==> src/rtl/hnmru_pkg.sv <==
package hnmru_pkg;

    localparam int DEF_SETS   = 16;
    localparam int DEF_WAYS   = 8;
    localparam int DEF_GROUPS = 2;

    // Lowest index in [0, n) that differs from idx, for n >= 2.
    function automatic int lowest_other(input int idx);
        return (idx == 0) ? 1 : 0;
    endfunction

endpackage

==> src/rtl/hnmru_state_store.sv <==
module hnmru_state_store #(
    parameter int NUM_SETS   = 16,
    parameter int NUM_GROUPS = 2,
    parameter int WPG        = 4,
    localparam int SET_W     = $clog2(NUM_SETS),
    localparam int GRP_W     = $clog2(NUM_GROUPS),
    localparam int LW_W      = $clog2(WPG)
) (
    input  logic                             clk,
    input  logic                             rst,
    input  logic                             wr_en,
    input  logic [SET_W-1:0]                 wr_set,
    input  logic [GRP_W-1:0]                 wr_grp,
    input  logic [LW_W-1:0]                  wr_lway,
    input  logic [SET_W-1:0]                 rd_set,
    output logic [GRP_W-1:0]                 rd_mru_grp,
    output logic [NUM_GROUPS-1:0][LW_W-1:0]  rd_mru_lway
);

    logic [GRP_W-1:0]                grp_q [NUM_SETS];
    logic [NUM_GROUPS-1:0][LW_W-1:0] lway_q [NUM_SETS];

    always_ff @(posedge clk) begin
        if (rst) begin
            for (int s = 0; s < NUM_SETS; s++) begin
                grp_q[s]  <= '0;
                lway_q[s] <= '0;
            end
        end else if (wr_en) begin
            grp_q[wr_set]          <= wr_grp;
            lway_q[wr_set][wr_grp] <= wr_lway;
        end
    end

    assign rd_mru_grp  = grp_q[rd_set];
    assign rd_mru_lway = lway_q[rd_set];

endmodule

==> src/rtl/hnmru_inval_scan.sv <==
module hnmru_inval_scan #(
    parameter int NUM_WAYS = 8,
    localparam int WAY_W   = $clog2(NUM_WAYS)
) (
    input  logic [NUM_WAYS-1:0] valid,
    output logic                any_inval,
    output logic [WAY_W-1:0]    first_inval
);

    always_comb begin
        any_inval   = ~&valid;
        first_inval = '0;
        for (int w = NUM_WAYS - 1; w >= 0; w--) begin
            if (!valid[w]) first_inval = WAY_W'(w);
        end
    end

endmodule

==> src/rtl/hnmru_victim_pick.sv <==
module hnmru_victim_pick
    import hnmru_pkg::*;
#(
    parameter int NUM_GROUPS = 2,
    parameter int WPG        = 4,
    localparam int GRP_W     = $clog2(NUM_GROUPS),
    localparam int LW_W      = $clog2(WPG),
    localparam int WAY_W     = GRP_W + LW_W
) (
    input  logic [GRP_W-1:0]                mru_grp,
    input  logic [NUM_GROUPS-1:0][LW_W-1:0] mru_lway,
    output logic [WAY_W-1:0]                nmru_way
);

    logic [GRP_W-1:0] vic_grp;
    logic [LW_W-1:0]  vic_lway;

    generate
        if (NUM_GROUPS == 2) begin : g_two_groups
            assign vic_grp = ~mru_grp;
        end else begin : g_many_groups
            assign vic_grp = GRP_W'(lowest_other(int'(mru_grp)));
        end

        if (WPG == 2) begin : g_pair_ways
            assign vic_lway = ~mru_lway[vic_grp];
        end else begin : g_wide_ways
            assign vic_lway = LW_W'(lowest_other(int'(mru_lway[vic_grp])));
        end
    endgenerate

    assign nmru_way = {vic_grp, vic_lway};

endmodule

==> src/rtl/hier_nmru_sel.sv <==
module hier_nmru_sel
    import hnmru_pkg::*;
#(
    parameter int NUM_SETS   = DEF_SETS,
    parameter int NUM_WAYS   = DEF_WAYS,
    parameter int NUM_GROUPS = DEF_GROUPS,
    localparam int WPG       = NUM_WAYS / NUM_GROUPS,
    localparam int SET_W     = $clog2(NUM_SETS),
    localparam int WAY_W     = $clog2(NUM_WAYS),
    localparam int GRP_W     = $clog2(NUM_GROUPS),
    localparam int LW_W      = $clog2(WPG)
) (
    input  logic                clk,
    input  logic                rst,
    input  logic                acc_vld,
    input  logic [SET_W-1:0]    acc_set,
    input  logic [WAY_W-1:0]    acc_way,
    input  logic [SET_W-1:0]    qry_set,
    input  logic [NUM_WAYS-1:0] qry_valid,
    output logic [WAY_W-1:0]    victim_way
);

    logic [GRP_W-1:0]                acc_grp;
    logic [LW_W-1:0]                 acc_lway;
    logic [GRP_W-1:0]                st_grp;
    logic [NUM_GROUPS-1:0][LW_W-1:0] st_lway;
    logic [WAY_W-1:0]                nmru_way;
    logic                            any_inval;
    logic [WAY_W-1:0]                first_inval;

    // Upper bits of the way number pick the group, lower bits the slot in it.
    assign acc_grp  = acc_way[WAY_W-1:LW_W];
    assign acc_lway = acc_way[LW_W-1:0];

    hnmru_state_store #(
        .NUM_SETS  (NUM_SETS),
        .NUM_GROUPS(NUM_GROUPS),
        .WPG       (WPG)
    ) u_store (
        .clk        (clk),
        .rst        (rst),
        .wr_en      (acc_vld),
        .wr_set     (acc_set),
        .wr_grp     (acc_grp),
        .wr_lway    (acc_lway),
        .rd_set     (qry_set),
        .rd_mru_grp (st_grp),
        .rd_mru_lway(st_lway)
    );

    hnmru_victim_pick #(
        .NUM_GROUPS(NUM_GROUPS),
        .WPG       (WPG)
    ) u_pick (
        .mru_grp (st_grp),
        .mru_lway(st_lway),
        .nmru_way(nmru_way)
    );

    hnmru_inval_scan #(
        .NUM_WAYS(NUM_WAYS)
    ) u_scan (
        .valid      (qry_valid),
        .any_inval  (any_inval),
        .first_inval(first_inval)
    );

    assign victim_way = any_inval ? first_inval : nmru_way;

endmodule

==> config.mk <==
export PLATFORM = sky130hd
export DESIGN_NAME = hier_nmru_sel
export DESIGN_NICKNAME = d
export VERILOG_FILES = /design/src/rtl/hnmru_pkg.sv /design/src/rtl/hnmru_state_store.sv /design/src/rtl/hnmru_inval_scan.sv /design/src/rtl/hnmru_victim_pick.sv /design/src/rtl/hier_nmru_sel.sv
export SDC_FILE = /design/constraint.sdc
export NUM_CORES = 1
export LEC_CHECK = 0
export BUFFER_PORTS_ARGS = -buffer_cell sky130_fd_sc_hd__buf_2
export CAP_MARGIN = 10
export CORE_MARGIN = 8
export CORE_UTILIZATION = 25
export CTS_CLUSTER_DIAMETER = 80
export CTS_CLUSTER_SIZE = 40
export DETAILED_ROUTE_END_ITERATION = 8
export GPL_TIMING_DRIVEN = 1
export PLACE_DENSITY = 0.42
export SYNTH_ARGS = -nofsm -noshare
export SYNTH_HDL_FRONTEND = slang
export SYNTH_HIERARCHICAL = 1
export SYNTH_SLANG_ARGS = --single-unit
==> constraint.sdc <==
create_clock -name clk -period 2.6 [get_ports clk]
set_input_delay 0.52 -clock clk [delete_from_list [all_inputs] [get_ports clk]]
set_output_delay 0.52 -clock clk [all_outputs]
set_load 0.01 [all_outputs]
# After elaboration in Yosys (flattened, before gate mapping)
# Memory sizes are Yosys's and may differ from the RTL's.
# Index checks and enable logic that the tools add are counted.
[word_totals] regBits=0 ramBits=80 input_bits=22 output_inout_bits=3 elab_cells=37 mem_count=2
[memory_table] name="u_store.lway_q" depth=16 width=4 read_ports=1 rd_clocked_by_memory_dff=0 write_ports=16 line="hnmru_state_store.sv:21" source="logic [NUM_GROUPS-1:0][LW_W-1:0] lway_q [NUM_SETS];"
[memory_table] name="u_store.grp_q" depth=16 width=1 read_ports=1 rd_clocked_by_memory_dff=0 write_ports=16 line="hnmru_state_store.sv:20" source="logic [GRP_W-1:0] grp_q [NUM_SETS];"
[classes] magnitude_cmp=3 muxes=26 bitwise_logic=1 n_reduce_logical=5
[op_table] op="3-bit two-way mux" n=9
[op_table] op="4-bit two-way mux" n=5
[op_table] op="1-bit two-way mux" n=8
[op_table] op="8-bit AND reduction" n=1
[op_table] op="2-bit two-way mux" n=3
[op_table] op="1-bit by 2-bit < comparator with 1-bit output (second input constant)" n=2
[op_table] op="4-bit OR reduction" n=1
[op_table] op="2-bit demux with 1-bit select" n=1
[op_table] op="2-bit logical NOT" n=1
[op_table] op="1-bit greater-or-equal comparator (second input constant)" n=1
[op_table] op="1-bit logical AND" n=1
[op_table] op="1-bit inverter" n=1
[op_table] op="1-bit OR reduction" n=1

# Depth between registers and ports, before layout
# Gate-level depths: netlist of the first run.
[depth] ltp_word=9 mapped_depth=7 ltp_nobuf=6

# Cells and area by module
# The synthesis of the first run kept the hierarchy.
[modules_own_cells] module="hnmru_state_store" n_inst=1 cells_per_inst=298 area_per_inst_um2=3853.7 seq_area_each_um2=2402.3
[modules_own_cells] module="hnmru_inval_scan" n_inst=1 cells_per_inst=15 area_per_inst_um2=73.8 seq_area_each_um2=0.0
[modules_own_cells] module="hnmru_victim_pick" n_inst=1 cells_per_inst=6 area_per_inst_um2=36.3 seq_area_each_um2=0.0
[modules_own_cells] module="hier_nmru_sel" n_inst=1 cells_per_inst=3 area_per_inst_um2=33.8 seq_area_each_um2=0.0

# Worst setup path before layout of the first run
# No wires, ideal clock.
[synth_timing] kind="input port to output port" from="in qry_set[0]" to="out victim_way[0]" arrival_time_ns=2.047 required_time_ns=2.080 path_slack_ns=0.033 cell_stages=7 n_path_buf=1 cell_sequence="buf_6 -> mux4_2 -> a22oi_1 -> nand3_1 -> or3_1 -> o31ai_1 -> mux2_2"
[synth_between] elab_chain_cells=6 elab_cells_between_ends=7 classes_between="mux: 4; reduce/logical: 1; memory: 2"
[synth_lines] element="start: declaration" line="hier_nmru_sel.sv:18" source="input logic [SET_W-1:0] qry_set,"
[synth_lines] element="memory read 16 x 1 bit"
[synth_lines] element="net st_grp" line="hier_nmru_sel.sv:25" source="logic [GRP_W-1:0] st_grp;"
[synth_lines] element="2-bit two-way mux (implied by the code) (2 in series)" line="hnmru_victim_pick.sv:28" source="assign vic_lway = LW_W'(lowest_other(int'(mru_lway[vic_grp])));"
[synth_lines] element="2-bit logical NOT" line="hnmru_pkg.sv:9" source="return (idx == 0) ? 1 : 0;"
[synth_lines] element="1-bit two-way mux" line="hnmru_pkg.sv:9"
[synth_lines] element="net nmru_way[0]" line="hier_nmru_sel.sv:27" source="logic [WAY_W-1:0] nmru_way;"
[synth_lines] element="3-bit two-way mux" line="hier_nmru_sel.sv:68" source="assign victim_way = any_inval ? first_inval : nmru_way;"
[synth_lines] element="end: declaration" line="hier_nmru_sel.sv:20" source="output logic [WAY_W-1:0] victim_way"
# The timed path passes the listed nets, and every way through them passes these cells. The select of a mux whose other input is x is not followed.

==> results.cfg, run 1 <==
[critical_path]
crit_type = input pin to primary output
cp_max_fo = 5
cp.required_ps = 2080
crit_path_start_kind = input pin
crit_arrival_ps = 2320
worstSetupEndpointType = primary output

[min_path]
holdCritPathClass = input pin to flop

[placement]
dpl.cell_count = 560
place_hpwl_mm = 7.21
portBuffers = 24
placed_cell_area_um2 = 4470
globalplace.congestion = 0.824

[detailed_routing]
routed_via_density = 4.55
drcViolationCount = 0
ant_nets = 0
drt_iter0_markers = 193
routedWlPerCell_um = 17.6
wirelength_mm = 10.2
via_count = 2630
first_pass_iters = 4

[yosys]
yosysWarningCount = 6
avgSynthCellArea_um2 = 12.4
ys_seq_area_share_pct = 60.1
ys_ff_latch = 80
syn_nets = 344
synth_area_um2 = 4000
ys_types = 28
netlist_instances = 322

[global_route]
grt_max_degree = 26
antenna_found_initial = 0
grtUsageTotal_pct = 10.7
grt_pass1_wl_mm = 15.8
grt_remaining_overflow = 0
grt_pass1_vias = 2778

[timing]
rsz0062_at_grt = yes
max_freq_mhz = 353
fin_ws_ps = -236
slew_headroom_pct = 66.5
drv_slew = 0
hold_violations = 0
tightest_slew_ps = 502
period_needed_ps = 2840
setup_viol = 2
min_period_over_period_pct = 109

[finish]
area_growth_pct = 21.4
layout_common_cells = 85 x nor2_1, 80 x edfxtp_1, 32 x o21bai_1
antenna_cells = 0
fin_area_um2 = 4850
finalNonFillerCells = 578
nets = 381
layout-drive-gt1-share_pct = 25.4
fillers = 1637
final_common_cell = nor2_1
utilization_pct = 30.8

[floorplan]
initial_utilization_pct = 25.3
ioPinCount = 25
die_x_um = 142
dieArea_um2 = 20300
core-area_um2 = 15800
num_rows = 46
die_y_um = 142

[flow_run]
drv_cap = 0

[pwr]
ir_drop_uv = 280
p_int_w = 0.00227
p_sw_share_pct = 22.4
pwr-share-clk_pct = 37.0
power.density_nw_per_um2 = 604
p_comb_share_pct = 11.3
p_leak_nw = 1.62
switchingPower_w = 0.000656
share_seq_of_total_power_pct = 51.7

[clocking]
clockRootBuffer = clkbuf_16
cts_buffers = 9
cts_tree = built
path_clk_slew_ps = 60
clock-sinks = 80
clk_path_buf_depth = 2
htreeDepth = 3

[run_status]
violations = setup timing
outcome = complete, but fails checks
-- logic make-up after synthesis --
| family | after synthesis | synth area share [%] |
|---|---|---|
| buffers and inverters | 24 | 2.85 |
| other | 1 | 0.0938 |
| muxes | 23 | 12.1 |
| and+or+nand+nor | 152 | 17.0 |
| DFF | 80 | 60.1 |
| AOI/OAI and AO/OA | 42 | 7.86 |
-- synthesized netlist by cell type, drive strengths merged --
library cell,count,area share (%)
mux4,20,11
and4bb,2,0.63
edfxtp,80,60
nand3,14,1.8
clkinv,1,0.094
o21bai,32,6.0
nor2b,4,0.63
nor4b,1,0.38
clkbuf,12,1.1
o21ai,1,0.13
a41o,1,0.25
mux2,3,0.85
nand2,26,2.4
inv,2,0.19
nand2b,17,2.7
buf,9,1.4
a21boi,1,0.19
conb,1,0.094
o31ai,1,0.19
or3,1,0.16
and4b,1,0.25
nor2,85,8.0
a22oi,5,0.94
a31oi,1,0.16
nor3,1,0.13
-- layer usage --
| metal | global-route usage, % | vias to the layer above | routed length (µm) |
|---|---|---|---|
| li1 | - | 1249 | - |
| met1 | 12.9 | 1298 | 4460 |
| met2 | 17.8 | 68 | 4910 |
| met3 | 2.31 | 15 | 582 |
| met4 | 5.20 | 0 | 210 |
| met5 | 0 | - | 0 |
-- power by group through the flow --
stage	Combinational, W	Clock (W)	Sequential, W
4_1_cts	0.000335	0.00111	0.00152
2_1_floorplan	0.000191	0	0.00152
3_5_place_dp	0.000298	0	0.00154
5_1_grt	0.000362	0.00115	0.00152
6_report	0.000332	0.00108	0.00151
3_3_place_gp	0.000295	0	0.00155
-- per-stage QoR --
| step | TNS, ps | hold WS (ps) | worst slack (ps) | power, W |
|---|---|---|---|---|
| final | -259 | 734 | -236 | 0.00293 |
| after CTS | -248 | 729 | -213 | 0.00296 |
| after global placement | -473 | 1080 | -351 | 0.00184 |
| after detailed placement | -491 | 1080 | -358 | 0.00184 |
| after global routing | -393 | 754 | -295 | 0.00304 |
| after floorplan | 0 | 830 | 33.0 | 0.00171 |
-- repair_timing --
item / CTS / global route
endpoints found under the setup margin: 2 / 2
gates resized for setup: 21 / 1
cloned: 1 / 0
hold buffers: 0 / 0
pin swaps: 7 / 0
buffers inserted: 4 / 0
-- final timing paths --
| kind | slack [ps] | cells after the start | to | startpoint |
|---|---|---|---|---|
| worst max-delay path | -240 | 9 | victim_way[0] | qry_set[0] |
| worst min-delay path | 730 | 4 | u_store/lway_q[4][2] | acc_way[0] |
-- sequential cells by signal, indices dropped and copies added, names as in the netlist --
register,flops
u_store/lway_q,64
u_store/grp_q,16
-- layout make-up --
class                           count  area, µm²  share of cell area, %
Sequential cell                    80       2400                   49.5
Multi-Input combinational cell    218       1540                   31.8
Timing Repair Buffer               47        382                   7.86
Tap cell                          216        270                   5.57
Clock buffer                       11        233                   4.79
Inverter                            3       13.8                  0.284
Clock inverter                      3       11.3                  0.232
-- critical path, stage by stage --
cell and delay [ps]:
buf_12 90, buf_12 120, mux4_2 500, a22oi_2 220, nand3_1 100, or3_4 410, o31ai_4 60, mux2_4 180
buf_6 100
Power figures use the tool's default switching activity.
==> inputs of run 2 (changes only) <==
--- a/config.mk
+++ b/config.mk
@@ -9,11 +9,12 @@
 export CAP_MARGIN = 10
 export CORE_MARGIN = 8
 export CORE_UTILIZATION = 25
-export CTS_CLUSTER_DIAMETER = 80
+export CTS_CLUSTER_DIAMETER = 60
 export CTS_CLUSTER_SIZE = 40
 export DETAILED_ROUTE_END_ITERATION = 8
 export GPL_TIMING_DRIVEN = 1
 export PLACE_DENSITY = 0.42
+export RECOVER_POWER = 50
 export SYNTH_ARGS = -nofsm -noshare
 export SYNTH_HDL_FRONTEND = slang
 export SYNTH_HIERARCHICAL = 1
==> results.cfg, run 2 (synthesis results as in run 1) <==
[detailed_routing]
routedWlPerCell_um = 17.6
drt_iter0_markers = 192
drcViolationCount = 0
first_pass_iters = 4
routed_via_density = 4.53
ant_nets = 0
via_count = 2620
wirelength_mm = 10.2

[pwr]
power.total_w = 0.00293
p_int_w = 0.00227
p_leak_nw = 1.62
share_seq_of_total_power_pct = 51.7
p_comb_share_pct = 11.3
pwr-share-clk_pct = 37.0
p_sw_share_pct = 22.4
switchingPower_w = 0.000657
ir_drop_uv = 280
power.density_nw_per_um2 = 605

[timing]
max_freq_mhz = 353
period_needed_ps = 2840
min_period_over_period_pct = 109
setup_viol = 2
fin_ws_ps = -236
finalSetupTns_ps = -252
rsz0062_at_grt = yes
slew_headroom_pct = 31.6
drv_slew = 0
tightest_slew_ps = 1030
hold_violations = 0
holdWs_ps = 734

[global_route]
grt_pass1_vias = 2778
grtUsageTotal_pct = 10.7
grt_remaining_overflow = 0
grt_pass1_wl_mm = 15.8
antenna_found_initial = 0
grt_max_degree = 26

[placement]
dpl.cell_count = 560
portBuffers = 24
place_hpwl_mm = 7.21
globalplace.congestion = 0.824
dpl_worst_slack_ps = -358

[run_status]
violations = setup timing
outcome = complete, but fails checks

[critical_path]
crit_path_start_kind = input pin
crit_arrival_ps = 2320
cp_max_fo = 5
crit_type = input pin to primary output
cp.required_ps = 2080
worstSetupEndpointType = primary output

[clocking]
cts_hold_buf = 0
clk_path_buf_depth = 2
path_clk_slew_ps = 60
htreeDepth = 3
cts_buffers = 9
clock-sinks = 80
clockRootBuffer = clkbuf_16
cts_tree = built

[floorplan]
initial_utilization_pct = 25.3
die_y_um = 142
dieArea_um2 = 20300
ioPinCount = 25
num_rows = 46
die_x_um = 142
core-area_um2 = 15800

[min_path]
holdCritPathClass = input pin to flop

[finish]
nets = 381
largest_reg_flops = 64
reg.largest.list = u_store/lway_q x64, u_store/grp_q x16
layout-drive-gt1-share_pct = 23.5
layout_common_cells = 85 x nor2_1, 80 x edfxtp_1, 32 x o21bai_1
area_growth_pct = 21.1
finalNonFillerCells = 578
largest_register = u_store/lway_q
final_common_cell = nor2_1
antenna_cells = 0

[flow_run]
drv_cap = 0
[run 2: critical path: stages]
cell	delay [ps]
buf_12	90
buf_12	120
mux4_2	500
a22oi_2	220
nand3_1	100
or3_4	410
o31ai_4	60
mux2_4	180
buf_6	100
[run 2: power groups by stage]
stage	Clock [W]	Sequential (W)	Combinational, W
6_report	0.00109	0.00151	0.000330
2_1_floorplan	0	0.00152	0.000191
4_1_cts	0.00111	0.00152	0.000335
5_1_grt	0.00115	0.00152	0.000360
3_3_place_gp	0	0.00155	0.000295
3_5_place_dp	0	0.00154	0.000298
[run 2: metrics by stage]
stage | cell area, µm² | util [%]
after floorplan | 4000 | -
after global placement | 4470 | 28.3
after detailed placement | 4470 | 28.3
after CTS | 4850 | 30.8
after global routing | 4840 | 30.7
final | 4840 | 30.7
[run 2: path summary, 6_finish.rpt]
check | cells after the start | slack [ps] | end | from
worst min-delay path | 4 | 730 | u_store/lway_q[12][2] | acc_way[0]
worst max-delay path | 9 | -240 | victim_way[0] | qry_set[0]
[run 2: repair_timing]
action / in CTS / in global routing
gates cloned: 1 / 0
endpoints found under the setup margin: 2 / 2
endpoints found under the hold margin: 0 / 0
pin swaps: 7 / 0
setup buffers: 4 / 0
resized for setup: 21 / 1
[run 2: area by class of cell]
| type | count | area, µm² |
|---|---|---|
| clock buffer | 11 | 233 |
| inverter | 3 | 13.8 |
| fill | 1637 | 10900 |
| timing repair buffer | 47 | 374 |
| clock inverter | 3 | 11.3 |
| multi-input combinational | 218 | 1540 |
| sequential | 80 | 2400 |
| tap | 216 | 270 |
[run 2: per-layer routing]
metal / share of wire, % / track usage (%)
met5: 0 / 0
met4: 2.1 / 5.20
met3: 5.8 / 2.31
met2: 48 / 17.8
met1: 44 / 12.9
